**config.mk**
```make
export PLATFORM = sky130hd
export DESIGN_NAME = irq_status_stage
export DESIGN_NICKNAME = d
export VERILOG_FILES = /design/src/rtl/irq_status_pkg.sv /design/src/rtl/irq_cfg_regs.sv /design/src/rtl/irq_edge_latch.sv /design/src/rtl/irq_lowest_enc.sv /design/src/rtl/irq_class_route.sv /design/src/rtl/irq_status_stage.sv
export SDC_FILE = /design/constraint.sdc
export NUM_CORES = 1
export LEC_CHECK = 0
export BUFFER_PORTS_ARGS = -buffer_cell sky130_fd_sc_hd__buf_2
export CAP_MARGIN = 0
export CORE_MARGIN = 3
export CORE_UTILIZATION = 35
export DETAILED_ROUTE_END_ITERATION = 8
export GPL_TIMING_DRIVEN = 0
export PLACE_DENSITY_LB_ADDON = 0.1
export SKIP_CTS_REPAIR_TIMING = 1
export SYNTH_ARGS = -nofsm -noshare
export SYNTH_HDL_FRONTEND = slang
export SYNTH_SLANG_ARGS = --single-unit
```
**constraint.sdc**
```tcl
create_clock -name clk -period 2.45 [get_ports clk]
set_input_delay 0.1225 -clock clk [delete_from_list [all_inputs] [get_ports clk]]
set_output_delay 0.1225 -clock clk [all_outputs]
set_load 0.02 [all_outputs]
```
**src/rtl/irq_status_pkg.sv**
```systemverilog
package irq_status_pkg;

  localparam int ADDR_W      = 3;
  localparam int CPU_PEND_W  = 8;
  localparam int CPU_IRQ_BIT = 7;
  localparam int CPU_FIQ_BIT = 6;
  localparam int NUM_CLASSES = 2;

  typedef enum logic [ADDR_W-1:0] {
    RA_KEEP   = 3'd0,
    RA_LATCH  = 3'd1,
    RA_ENABLE = 3'd2,
    RA_CLASS  = 3'd3,
    RA_STICKY = 3'd4,
    RA_RAW    = 3'd5,
    RA_FINAL  = 3'd6,
    RA_PEND   = 3'd7
  } reg_addr_e;

  typedef enum int {
    CLS_NORMAL = 0,
    CLS_FAST   = 1
  } irq_class_e;

endpackage

```
**src/rtl/irq_cfg_regs.sv**
```systemverilog
module irq_cfg_regs
  import irq_status_pkg::*;
#(
  parameter int N = 32
) (
  input  logic              clk,
  input  logic              rst_n,
  input  logic              wr_en,
  input  logic [ADDR_W-1:0] addr,
  input  logic [N-1:0]      wdata,
  output logic [N-1:0]      keep_q,
  output logic [N-1:0]      latch_q,
  output logic [N-1:0]      enable_q,
  output logic [N-1:0]      class_q,
  output logic [N-1:0]      clr_mask
);

  reg_addr_e sel_addr;
  assign sel_addr = reg_addr_e'(addr);

  always_ff @(posedge clk) begin
    if (!rst_n) begin
      keep_q   <= '1;
      latch_q  <= '0;
      enable_q <= '0;
      class_q  <= '0;
    end else if (wr_en) begin
      case (sel_addr)
        RA_KEEP:   keep_q   <= wdata;
        RA_LATCH:  latch_q  <= wdata;
        RA_ENABLE: enable_q <= wdata;
        RA_CLASS:  class_q  <= wdata;
        default: ;
      endcase
    end
  end

  always_comb begin
    clr_mask = '0;
    if (wr_en && sel_addr == RA_STICKY) clr_mask = wdata;
  end

endmodule

```
**src/rtl/irq_edge_latch.sv**
```systemverilog
module irq_edge_latch #(
  parameter int N = 32
) (
  input  logic         clk,
  input  logic         rst_n,
  input  logic [N-1:0] line_in,
  input  logic [N-1:0] keep,
  input  logic [N-1:0] latch_sel,
  input  logic [N-1:0] clr_mask,
  output logic [N-1:0] raw_st,
  output logic [N-1:0] sticky_q,
  output logic [N-1:0] final_st
);

  logic [N-1:0] prev_q;
  logic [N-1:0] rise;
  logic [N-1:0] sticky_d;
  logic [N-1:0] view;

  assign raw_st   = line_in ^ ~keep;
  assign rise     = raw_st & ~prev_q;
  assign sticky_d = (sticky_q & ~clr_mask) | rise;
  assign view     = sticky_q | rise;

  for (genvar g = 0; g < N; g++) begin : gen_line
    assign final_st[g] = latch_sel[g] ? view[g] : raw_st[g];
  end

  always_ff @(posedge clk) begin
    if (!rst_n) begin
      prev_q   <= '0;
      sticky_q <= '0;
    end else begin
      prev_q   <= raw_st;
      sticky_q <= sticky_d;
    end
  end

endmodule

```
**src/rtl/irq_lowest_enc.sv**
```systemverilog
module irq_lowest_enc #(
  parameter int N   = 32,
  parameter int IDW = 5
) (
  input  logic [N-1:0]   vec,
  output logic           valid,
  output logic [IDW-1:0] id
);

  always_comb begin
    valid = |vec;
    id    = '0;
    for (int i = N - 1; i >= 0; i--) begin
      if (vec[i]) id = IDW'(i);
    end
  end

endmodule

```
**src/rtl/irq_class_route.sv**
```systemverilog
module irq_class_route
  import irq_status_pkg::*;
#(
  parameter int N   = 32,
  parameter int IDW = 5
) (
  input  logic           clk,
  input  logic           rst_n,
  input  logic [N-1:0]   final_st,
  input  logic [N-1:0]   enable,
  input  logic [N-1:0]   cls_sel,
  output logic           irq_req,
  output logic           fiq_req,
  output logic [IDW-1:0] irq_id,
  output logic [IDW-1:0] fiq_id
);

  for (genvar c = 0; c < NUM_CLASSES; c++) begin : gen_cls
    logic [N-1:0]   pend;
    logic           vld_d;
    logic [IDW-1:0] id_d;
    logic           vld_q;
    logic [IDW-1:0] id_q;

    if (c == CLS_FAST) begin : gen_fast
      assign pend = final_st & enable & cls_sel;
    end else begin : gen_norm
      assign pend = final_st & enable & ~cls_sel;
    end

    irq_lowest_enc #(.N(N), .IDW(IDW)) u_enc (
      .vec   (pend),
      .valid (vld_d),
      .id    (id_d)
    );

    always_ff @(posedge clk) begin
      if (!rst_n) begin
        vld_q <= 1'b0;
        id_q  <= '0;
      end else begin
        vld_q <= vld_d;
        id_q  <= id_d;
      end
    end
  end

  assign irq_req = gen_cls[CLS_NORMAL].vld_q;
  assign irq_id  = gen_cls[CLS_NORMAL].id_q;
  assign fiq_req = gen_cls[CLS_FAST].vld_q;
  assign fiq_id  = gen_cls[CLS_FAST].id_q;

endmodule

```
**src/rtl/irq_status_stage.sv**
```systemverilog
module irq_status_stage
  import irq_status_pkg::*;
#(
  parameter  int N   = 32,
  localparam int IDW = (N > 1) ? $clog2(N) : 1
) (
  input  logic                  clk,
  input  logic                  rst_n,
  input  logic [N-1:0]          line_in,
  input  logic                  reg_wr,
  input  logic [ADDR_W-1:0]     reg_addr,
  input  logic [N-1:0]          reg_wdata,
  output logic [N-1:0]          reg_rdata,
  output logic                  irq_req,
  output logic                  fiq_req,
  output logic [IDW-1:0]        irq_id,
  output logic [IDW-1:0]        fiq_id,
  output logic [CPU_PEND_W-1:0] cpu_pend
);

  logic [N-1:0] keep_q, latch_q, enable_q, class_q, clr_mask;
  logic [N-1:0] raw_st, sticky_q, final_st;

  irq_cfg_regs #(.N(N)) u_cfg (
    .clk      (clk),
    .rst_n    (rst_n),
    .wr_en    (reg_wr),
    .addr     (reg_addr),
    .wdata    (reg_wdata),
    .keep_q   (keep_q),
    .latch_q  (latch_q),
    .enable_q (enable_q),
    .class_q  (class_q),
    .clr_mask (clr_mask)
  );

  irq_edge_latch #(.N(N)) u_latch (
    .clk       (clk),
    .rst_n     (rst_n),
    .line_in   (line_in),
    .keep      (keep_q),
    .latch_sel (latch_q),
    .clr_mask  (clr_mask),
    .raw_st    (raw_st),
    .sticky_q  (sticky_q),
    .final_st  (final_st)
  );

  irq_class_route #(.N(N), .IDW(IDW)) u_route (
    .clk      (clk),
    .rst_n    (rst_n),
    .final_st (final_st),
    .enable   (enable_q),
    .cls_sel  (class_q),
    .irq_req  (irq_req),
    .fiq_req  (fiq_req),
    .irq_id   (irq_id),
    .fiq_id   (fiq_id)
  );

  always_comb begin
    case (reg_addr_e'(reg_addr))
      RA_KEEP:   reg_rdata = keep_q;
      RA_LATCH:  reg_rdata = latch_q;
      RA_ENABLE: reg_rdata = enable_q;
      RA_CLASS:  reg_rdata = class_q;
      RA_STICKY: reg_rdata = sticky_q;
      RA_RAW:    reg_rdata = raw_st;
      RA_FINAL:  reg_rdata = final_st;
      default:   reg_rdata = final_st & enable_q;
    endcase
  end

  always_comb begin
    cpu_pend              = '0;
    cpu_pend[CPU_IRQ_BIT] = irq_req;
    cpu_pend[CPU_FIQ_BIT] = fiq_req;
  end

endmodule

```
==> impl_results.md <==
* H-tree level count at 1
* Fraction of registers with async set/reset at 0%
* Syn Std Cell Area at 0.0118 mm^2
* Pre-CTS WS at -801 ps
* Flop2flop setup slack at 30 ps
* Sw power at 2.81 mW
* Compound-Gate Fraction of Synth Area at 26.4%
* Largest family of logic cells by synthesized area: simple AND/OR/NAND/NOR gates
* Clk buf depth at 3
* Fin Hold WS at -35.1 ps
* Critical Path Stages at 7
* Drt wl/cell at 24.9 um
* Detail Placement HPWL at 39.5 mm
* Initial Util at 35.9%
* Sequential fraction of design power at 38.1%
* Syn_area_per_cell at 7.26 um^2
* Worst-Margin Slew at 1190 ps
* Reg-to-Reg End: u_route.irq_id[2]
* Largest stage delay on the critical path at 720 ps
* Gr usage total at 30.5%
* Critical Path AT at 2330 ps
* Worst r2r src: u_cfg.keep_q[15]
* DRT iter0 DRCs at 1736
* Most frequent cells in the layout: 395 x nand2_1, 204 x dfxtp_1, 184 x a21oi_1, 140 x nor2_1, 124 x buf_2
* Die height at 190 um
* Fmax at 0.408 GHz
* Max FO, Critical Path at 10
* Remaining antenna violation count at 0
* Worst Setup SP: reg_addr[0]
* Clock latency on the worst-skew pair at 560 ps
* Die Area at 0.0360 mm^2
* Min Tclk post-route at 2450 ps
* Adder-cell share of the synthesized area at 0%
* Final period utilization at 100%
* P&R area growth vs syn at 23.2%
* EDFF count, synth at 0
* Predominant post-synthesis flop cell: dfxtp_1
* Final setup margin at -2.74 ps
* Mux share of post-synthesis cell area at 2.16%
* Run status: finished with violations
* Drt pass-1 iters at 6
* Largest net degree at the start of global routing at 13
* Worst vdd ir at 0.485 mV
* Most used routing layer: met2
* Final weighted congestion in routability-driven placement at 1.02
* RSZ-0062 raised after global routing: yes
* Fin nets at 1894
* GR Overflow Total at 0
* XOR/XNOR Fraction of Synth Area at 3.07%
* Num CTS Buffers at 26
* Met1 Usage GRT at 42.0%
* Commonest non-fill, non-tap cell in the layout: nand2_1
* Switching share of power at 29.6%
* Root buffer cell: clkbuf_16
* Post-Synthesis Cells at 1628
* Worst Setup Path Type: input port to output pin
* Hold-critical path depth at 3
* Fin. Hold Viols at 5
* Pwr/cell area at 653 mW/mm^2
* Met3 usage at 4.02%
* Initial antenna violation count at 2
* Critical Path, Cell by Cell: buf_2, buf_4, and3_1, clkbuf_1, clkbuf_1, a21oi_1, buf_2
* Core area at 0.0329 mm^2
* Max Cap Viol at 0
* Worst hold path type: input port to register
* Count of input and output buffers at 115
* Clock power frac at 45.4%
* Comb power frac at 16.5%
* Relative slew slack at 20.8%
* Leakage at 5.70 nW
* Worst path buffer plus inverter count at 5
* Layout cells sized above 1 at 14.7%
* Die width at 190 um
* Slowest CP cell: clkbuf_1
* Synth Register Bits at 204
* CTS tree: yes
* CP required at 2330 ps
* CTS clk-pin slew, worst paths at 60 ps
* Vias/cell at 5.88
* Setup crit end: reg_rdata[20]
* Crit. End Element: output pin
* Yosys top cell area share at 34.5%
* Internal Power at 6.70 mW
* Yosys top cell by area: dfxtp_1
* Final setup fails at 1
* Delay-heaviest family, CP: buffers and inverters
* Ant diodes at 0
* Via count at 13.4k
* Path depth of the worst reg2reg path at 6
* Post-synth cell types at 77
* Largest cells by area after synthesis: dfxtp_1 35%, nand2_1 13%, a21oi_1 7.8%, nor2_1 4.5%, a22oi_1 2.7%
* Post-synthesis simple-gate area fraction at 29.7%
* IO Count at 122
* Final WL at 56.9 mm
* Vias in the first global route at 12.1k
* Setup Skew at 21.4 ps
* Sequential fraction of the synthesis area at 34.5%
* Routing usage on met2 at 47.9%
* Startpoint types: input port
* Failing checks: negative hold slack, negative setup slack
* Number of synthesis warnings at 0
* Final max-slew violation count at 0
* Std cell rows at 66
* Global-route wire length before repair at 81.7 mm
* Remaining DRCs at 0
* CTS Sinks at 204
## worst min-delay path by stage
| stage | start | endpoint | slack, ps |
|---|---|---|---|
| after floorplan | reg_wdata[0] | u_cfg.keep_q[0] | 250 |
| after global placement | reg_wdata[30] | u_cfg.keep_q[30] | 400 |
| after detailed placement | reg_wdata[30] | u_cfg.keep_q[30] | 410 |
| after CTS | reg_wdata[31] | u_cfg.class_q[31] | -160 |
| after global routing | line_in[20] | u_latch.prev_q[20] | 10 |
| final | line_in[6] | u_latch.prev_q[6] | -40 |
## cell usage after synthesis (all sizes together) (4+ instances only)
cell       n
a221oi    17
o2bb2ai    4
nor2b     27
nand2b    26
inv       17
or3       11
a22o      10
nor2     142
a2bb2oi    4
a31oi     27
a31o       4
xor2      18
a22oi     44
buf       21
o31ai     16
and4b     11
mux2      20
nand2    397
nand4     13
a21o      16
a211oi    18
o21ai     48
nand4b     9
and2      41
nand3     40
o22ai     20
a41o       5
nor3      10
and4      11
xnor2     20
o21bai     4
clkbuf    82
and3      19
dfxtp    204
o31a       7
o211ai     4
a41oi      8
a21oi    184
## worst min-delay path: stages
cell    delay, ps
buf_2         120
xor2_1        130
nor2_1        100
## metal layers
layer,up-vias,wire length [um]
li1,6178,-
met1,6343,24400
met2,755,24600
met3,167,4720
met4,0,3100
met5,-,0
## sequential cells by signal, indices dropped and copies added (netlist names)
signal            count
u_latch.prev_q       32
u_cfg.enable_q       32
u_route.irq_id        5
u_cfg.latch_q        32
u_route.fiq_req       1
u_cfg.class_q        32
u_route.fiq_id        5
u_cfg.keep_q         32
u_latch.sticky_q     32
u_route.irq_req       1
## cell families after synthesis
group,Yosys count
AND/OR/NAND/NOR,768
buffers and inverters,120
XOR/XNOR,38
AO/OA/AOI/OAI,474
other,1
multiplexers,23
flip-flops,204
## power by group through the flow
stage | Clock, mW | Combinational (mW) | Sequential [mW]
final | 4.32 | 1.57 | 3.63
after global routing | 4.49 | 1.67 | 3.65
after CTS | 4.37 | 1.46 | 3.62
after detailed placement | 0 | 1.46 | 3.69
after global placement | 0 | 1.44 | 3.69
after floorplan | 0 | 0.849 | 3.66
## through the flow
step	cells	power (mW)	instance area, um^2	TNS (ps)	utilization [%]
final	2286	9.52	14600	-2.74	44.2
after global routing	2286	9.81	14600	-32.7	44.2
after CTS	2239	9.45	14000	-20320	42.3
after detailed placement	2191	5.15	13000	-56970	39.4
after global placement	2190	5.14	13000	-53800	39.4
after floorplan	1633	4.51	11800	0	-
## final cells by class
class | instances | area (um^2)
plain buffers | 100 | 474
clock buffers | 37 | 803
clock inverters | 11 | 160
fillers | 3457 | 18400
inverters | 17 | 63.8
multi-input cells | 1309 | 7330
flip-flops and latches | 204 | 4080
well taps | 442 | 553
repair buffers | 166 | 1090
No activity file was read; power rests on OpenSTA's default activity.
